--- src/rtl/capture_rec_fmt.sv ---
module capture_rec_fmt #(
  parameter int DEPTH = 256,
  parameter logic [7:0] REC_TYPE = 8'h02,
  parameter logic [7:0] PAD = 8'h00
) (
  input  logic        clk,
  input  logic        rst_n,
  input  logic [15:0] snap_len,
  input  logic        fix_mode,
  input  logic        in_valid,
  input  logic        in_sof,
  input  logic        in_eof,
  input  logic [7:0]  in_data,
  input  logic [63:0] in_ts,
  output logic        out_valid,
  input  logic        out_ready,
  output logic [7:0]  out_data,
  output logic        out_last
);
  localparam int AW = $clog2(DEPTH);

  typedef enum logic [1:0] {S_IDLE, S_CAPT, S_EMIT} st_t;
  st_t st;

  logic [7:0]  mem [DEPTH];
  logic [63:0] ts_q;
  logic [15:0] wcnt, snap_q, loss_cnt, loss_q, wlen_q, rlen_q, clen_q, ocnt;
  logic        fix_q, trunc_q;

  logic        acc, beat, done, drop, xfer, fix_e;
  logic [15:0] widx, wnext, snap_e, clen_n, pidx;

  assign acc    = in_valid && in_sof && st == S_IDLE;
  assign beat   = in_valid && (acc || st == S_CAPT);
  assign done   = beat && in_eof;
  assign drop   = in_valid && in_sof && st == S_EMIT;
  assign widx   = acc ? 16'd0 : wcnt;
  assign snap_e = acc ? snap_len : snap_q;
  assign fix_e  = acc ? fix_mode : fix_q;
  assign wnext  = acc ? 16'd1 : ((&wcnt) ? wcnt : wcnt + 16'd1);
  assign clen_n = (wnext > snap_e) ? snap_e : wnext;

  assign out_valid = st == S_EMIT;
  assign xfer      = out_valid && out_ready;
  assign out_last  = out_valid && ocnt >= 16'd16 && ocnt == rlen_q - 16'd1;
  assign pidx      = ocnt - 16'd16;

  always_ff @(posedge clk)
    if (beat && widx < snap_e) mem[widx[AW-1:0]] <= in_data;

  always_comb begin
    out_data = PAD;
    if (ocnt < 16'd16) begin
      if (!ocnt[3]) out_data = ts_q[{ocnt[2:0], 3'b000} +: 8];
      else begin
        case (ocnt[2:0])
          3'd0: out_data = REC_TYPE;
          3'd1: out_data = {7'd0, trunc_q};
          3'd2: out_data = rlen_q[15:8];
          3'd3: out_data = rlen_q[7:0];
          3'd4: out_data = loss_q[15:8];
          3'd5: out_data = loss_q[7:0];
          3'd6: out_data = wlen_q[15:8];
          default: out_data = wlen_q[7:0];
        endcase
      end
    end else if (pidx < clen_q) begin
      out_data = mem[pidx[AW-1:0]];
    end
  end

  always_ff @(posedge clk) begin
    if (!rst_n) begin
      st       <= S_IDLE;
      ts_q     <= '0;
      wcnt     <= '0;
      snap_q   <= '0;
      fix_q    <= 1'b0;
      loss_cnt <= '0;
      loss_q   <= '0;
      wlen_q   <= '0;
      rlen_q   <= '0;
      clen_q   <= '0;
      trunc_q  <= 1'b0;
      ocnt     <= '0;
    end else begin
      if (acc) begin
        ts_q   <= in_ts;
        snap_q <= snap_len;
        fix_q  <= fix_mode;
      end
      if (beat) begin
        wcnt <= wnext;
        st   <= in_eof ? S_EMIT : S_CAPT;
      end
      if (done) begin
        wlen_q   <= wnext;
        clen_q   <= clen_n;
        trunc_q  <= wnext > snap_e;
        rlen_q   <= 16'd16 + (fix_e ? snap_e : clen_n);
        loss_q   <= loss_cnt;
        loss_cnt <= '0;
        ocnt     <= '0;
      end else if (drop && !(&loss_cnt)) begin
        loss_cnt <= loss_cnt + 16'd1;
      end
      if (xfer) begin
        if (out_last) begin
          st   <= S_IDLE;
          ocnt <= '0;
        end else begin
          ocnt <= ocnt + 16'd1;
        end
      end
    end
  end
endmodule

--- config.mk ---
export PLATFORM = sky130hd
export DESIGN_NAME = capture_rec_fmt
export DESIGN_NICKNAME = d
export VERILOG_FILES = /design/src/rtl/capture_rec_fmt.sv
export SDC_FILE = /design/constraint.sdc
export NUM_CORES = 2
export LEC_CHECK = 0
export BUFFER_PORTS_ARGS = -buffer_cell sky130_fd_sc_hd__buf_2
export CAP_MARGIN = 0
export CORE_ASPECT_RATIO = 1.5
export CORE_UTILIZATION = 43
export DETAILED_ROUTE_END_ITERATION = 12
export HOLD_SLACK_MARGIN = 0.06
export PLACE_DENSITY_LB_ADDON = 0.1
export SYNTH_ARGS = -nofsm -noshare
export SYNTH_HDL_FRONTEND = slang
export SYNTH_SLANG_ARGS = --single-unit
--- constraint.sdc ---
create_clock -name clk -period 8.82 [get_ports clk]
set_clock_uncertainty 0.1 [all_clocks]
set_input_delay 1.764 -clock clk [delete_from_list [all_inputs] [get_ports clk]]
set_output_delay 1.764 -clock clk [all_outputs]
set_load 0.005 [all_outputs]
==> summary.txt <==
Status
  – Status: finished with violations
  – Violated checks: max-capacitance violations

Synthesis
  – Distinct cell type count of the synthesized netlist: 94
  – Predominant post-synthesis flop cell: edfxtp_1
  – Seq/Total Area, Yosys: between 70% and 80%
  – Synth async-reset ratio: 0%
  – Number of enable flip-flop cells after synthesis: between 2000 and 2500
  – Cell area after synthesis: 91100 um^2
  – Mapped Nets: 5147
  – Yosys reg bits: 2244
  – Cells after Synth: 4994
  – Synthesized area per cell: 18.2 um^2
  – Ys Warns: 0

Global routing
  – Pin count of the biggest net entering global routing: 169
  – Total GRT Usage: between 20% and 30%
  – First-pass GRT wire length: 382000 um
  – Vias in the first global route: 50300
  – Antenna violations before repair: 11
  – Global route total overflow: 0

Pwr
  – Pwr per Cell Area: 211 nW/um^2
  – Tot Pwr: 21.8 mW
  – Peak VDD IR: between 0.15 and 0.2 mV
  – Leakage: 31.2 nW

Place
  – IO Port Bufs: 104
  – Hpwl dp: 170000 um
  – GPL Wtd Cong: between 0.9 and 1

Cells and area
  – Fin nets: ~5300
  – Largest register FFs: 2048
  – Register area: 65400 um^2
  – Layout cells sized above 1: 26.9%
  – Area delta synth->final: 13.4%
  – Layout fillers: 17300
  – Footprint of the multi-input gates: 25100 um^2

STA
  – RSZ-0062 raised after global routing: false
  – Minimum clock period after layout: 7870 ps
  – Slew HR: about 1.6%
  – Hold Slack: ~350 ps
  – Setup Viol. Count Final: 0
  – Final number of max-transition violations: 0
  – Final setup TNS: 0 ps
  – Final hold violations: 0
  – Final period util: 89.2%
  – Worst-Margin Slew: 1470 ps
  – Max Clock Freq: 127 MHz

Setup path
  – Required time worst endpoint: roughly 7000 ps
  – Critical Path AT: 6000 ps
  – Worst R2R Setup Slack: 2310 ps
  – Worst setup EP type: primary output
  – Peak fanout along the critical path: 43
  – Cell depth of the worst flop-to-flop path: 15
  – Kind of critical path: register to primary output
  – Startpoint types: register
  – Crit Reg-Reg Endpoint: rlen_q[14]
  – Start of the worst register-to-register path: wcnt[1]

Floorplan
  – Core footprint: 210000 um^2
  – Die Ht: 566 um
  – Die area: 214000 um^2
  – IO Pins: 105
  – Cell Rows: 206
  – Starting density of the core: ~43%
  – Die W: 378 um

Clock network
  – # hold bufs at CTS: 0
  – CTS resizes: 0
  – CTS tree: built
  – Clock Sinks: 2244
  – Clk_lat worst skew: 850 ps
  – Post-CTS Setup Repair Bufs: 0
  – Clock H-tree levels: 4
  – Worst-path clk slew: 60 ps
  – Bufs on Longest Clock Path: 4
  – Cts bufs inserted: about 220
  – Root buf cell: clkbuf_16

Min path
  – Hold_sp: ts_q[20]
  – Hold WC Path Type: register to register
  – Hold EP: ts_q[20]
  – Hold depth: 2

Route
  – Via count: 49400
  – DR vias/cell: about 6.1
  – DRT Pass-1 Iters: 7
  – Initial DRC count: 4918
  – DRC viols: 0
  – WL final: 269000 um
  – Routed len/inst: 33.1 um
  – Antenna Nets Post-Route: 0

Flow run
  – Max-cap violations: 1
-- how the worst max path moves through the flow --
stage          startpoint           to  depth (start not counted)
3_3_place_gp      ocnt[1]  out_data[6]                         12
6_report          ocnt[1]  out_data[6]                         12
3_5_place_dp      ocnt[1]  out_data[6]                         12
4_1_cts           ocnt[1]  out_data[6]                         12
5_1_grt           ocnt[1]  out_data[6]                         12
2_1_floorplan    in_valid  mem[106][0]                         14
-- critical path, stage by stage (launching register included) --
cell and delay, ps:
dfxtp_4 800, buf_12 360, buf_4 500, mux4_2 440, a22o_1 280, a221oi_1 820, o22ai_1 160, nor3_1 450
nor3_1 120, nor3_1 480, buf_4 200, o32ai_1 110, buf_2 210
-- metrics by stage --
| step | instances | instance area [um^2] | setup WS, ps | utilization (%) |
|---|---|---|---|---|
| final | 8118 | 103000 | 953 | 49.2 |
| after CTS | 8117 | 103000 | 852 | 49.2 |
| after global placement | 7732 | 96600 | 1730 | 45.9 |
| after detailed placement | 7732 | 96600 | 1790 | 45.9 |
| after floorplan | 4994 | 91100 | 2940 | - |
| after global routing | 8118 | 103000 | 847 | 49.2 |
-- layout by cell type (no fill, tap or decap), types with 19 or more instances in the layout --
master and n:
a22oi_1 75, and2_1 21, buf_12 23, buf_2 96, ha_1 58, mux2i_1 29
dfxtp_1 193, nand2_1 387, inv_1 41, xor2_1 25, nor3_1 55, o21ai_0 34
a22o_1 33, clkbuf_1 46, xnor2_1 25, a221oi_1 44, nor4_1 79, nand4_1 25
mux4_2 587, clkbuf_16 220, o211ai_1 26, edfxtp_1 2048, nor4_2 177, a21oi_1 201
clkinv_1 45, clkinv_2 36, o22ai_1 19, nand3_1 53, nor2_1 119, buf_4 176
-- cell type report --
| class | instances | share of cell area [%] |
|---|---|---|
| clock buffer | 269 | 5.53 |
| inverter | 47 | 0.178 |
| antenna | 1 | 0.00242 |
| tap | 2808 | 3.40 |
| sequential | 2244 | 63.3 |
| clock inverter | 116 | 1.00 |
| timing repair buffer | 303 | 2.30 |
| multi-input combinational | 2330 | 24.3 |
-- layer usage --
layer,global-route usage (%),vias to the layer above,wire length [um]
met5,0,-,12
met4,9.89,2,11800
met3,3.68,501,16100
met2,43.7,1854,139000
met1,31.6,26200,102000
li1,-,20800,-
-- kinds of logic (layout without fill, tap and decap cells) --
| logic type | Yosys count | count (layout) | synth area share, % |
|---|---|---|---|
| flip-flops | 2244 | 2244 | 71.8 |
| AND/OR/NAND/NOR | 1041 | 1041 | 5.80 |
| multiplexers | 624 | 624 | 14.9 |
| AO/OA/AOI/OAI | 557 | 557 | 4.17 |
| buffers and inverters | 420 | 735 | 2.02 |
| adder cells (fa/ha/maj) | 58 | 58 | 0.796 |
| XOR/XNOR | 50 | 50 | 0.481 |
| other | 0 | 1 | 0 |
-- power breakdown --
group	switching (mW)	internal, mW	leakage [nW]
registers	0.0276	11.6	20.0
clock network	4.01	5.10	3.29
logic	0.723	0.313	7.91
total	4.76	17.0	31.2
-- Yosys cell counts (11+ instances only) --
cell type  count  area [um^2]
mux4_2       587        13200
ha_1          58          726
and3_1        16          100
nand2b_1      12         75.1
edfxtp_1    2048        61500
buf_1         25         93.8
o21ai_0       34          170
clkbuf_1     225          845
buf_4         25          188
and2_1        22          138
nor4_1       253         1580
nand2_1      399         1500
inv_1         41          154
nor2b_1       18          113
a211oi_1      17          128
o211ai_1      26          195
nor2_1       122          458
nor3b_1       12         90.1
mux2i_1       29          290
nor3_1        55          275
o22ai_1       19          119
nand4_1       25          156
buf_2         91          455
a22o_1        33          289
xnor2_1       25          219
a21o_1        11         82.6
xor2_1        25          219
a22oi_1       75          563
a221oi_1      44          385
dfxtp_1      196         3920
nand3_1       53          265
o21a_1        12         90.1
a21oi_1      201         1010
(Power assumes the default switching activity.)
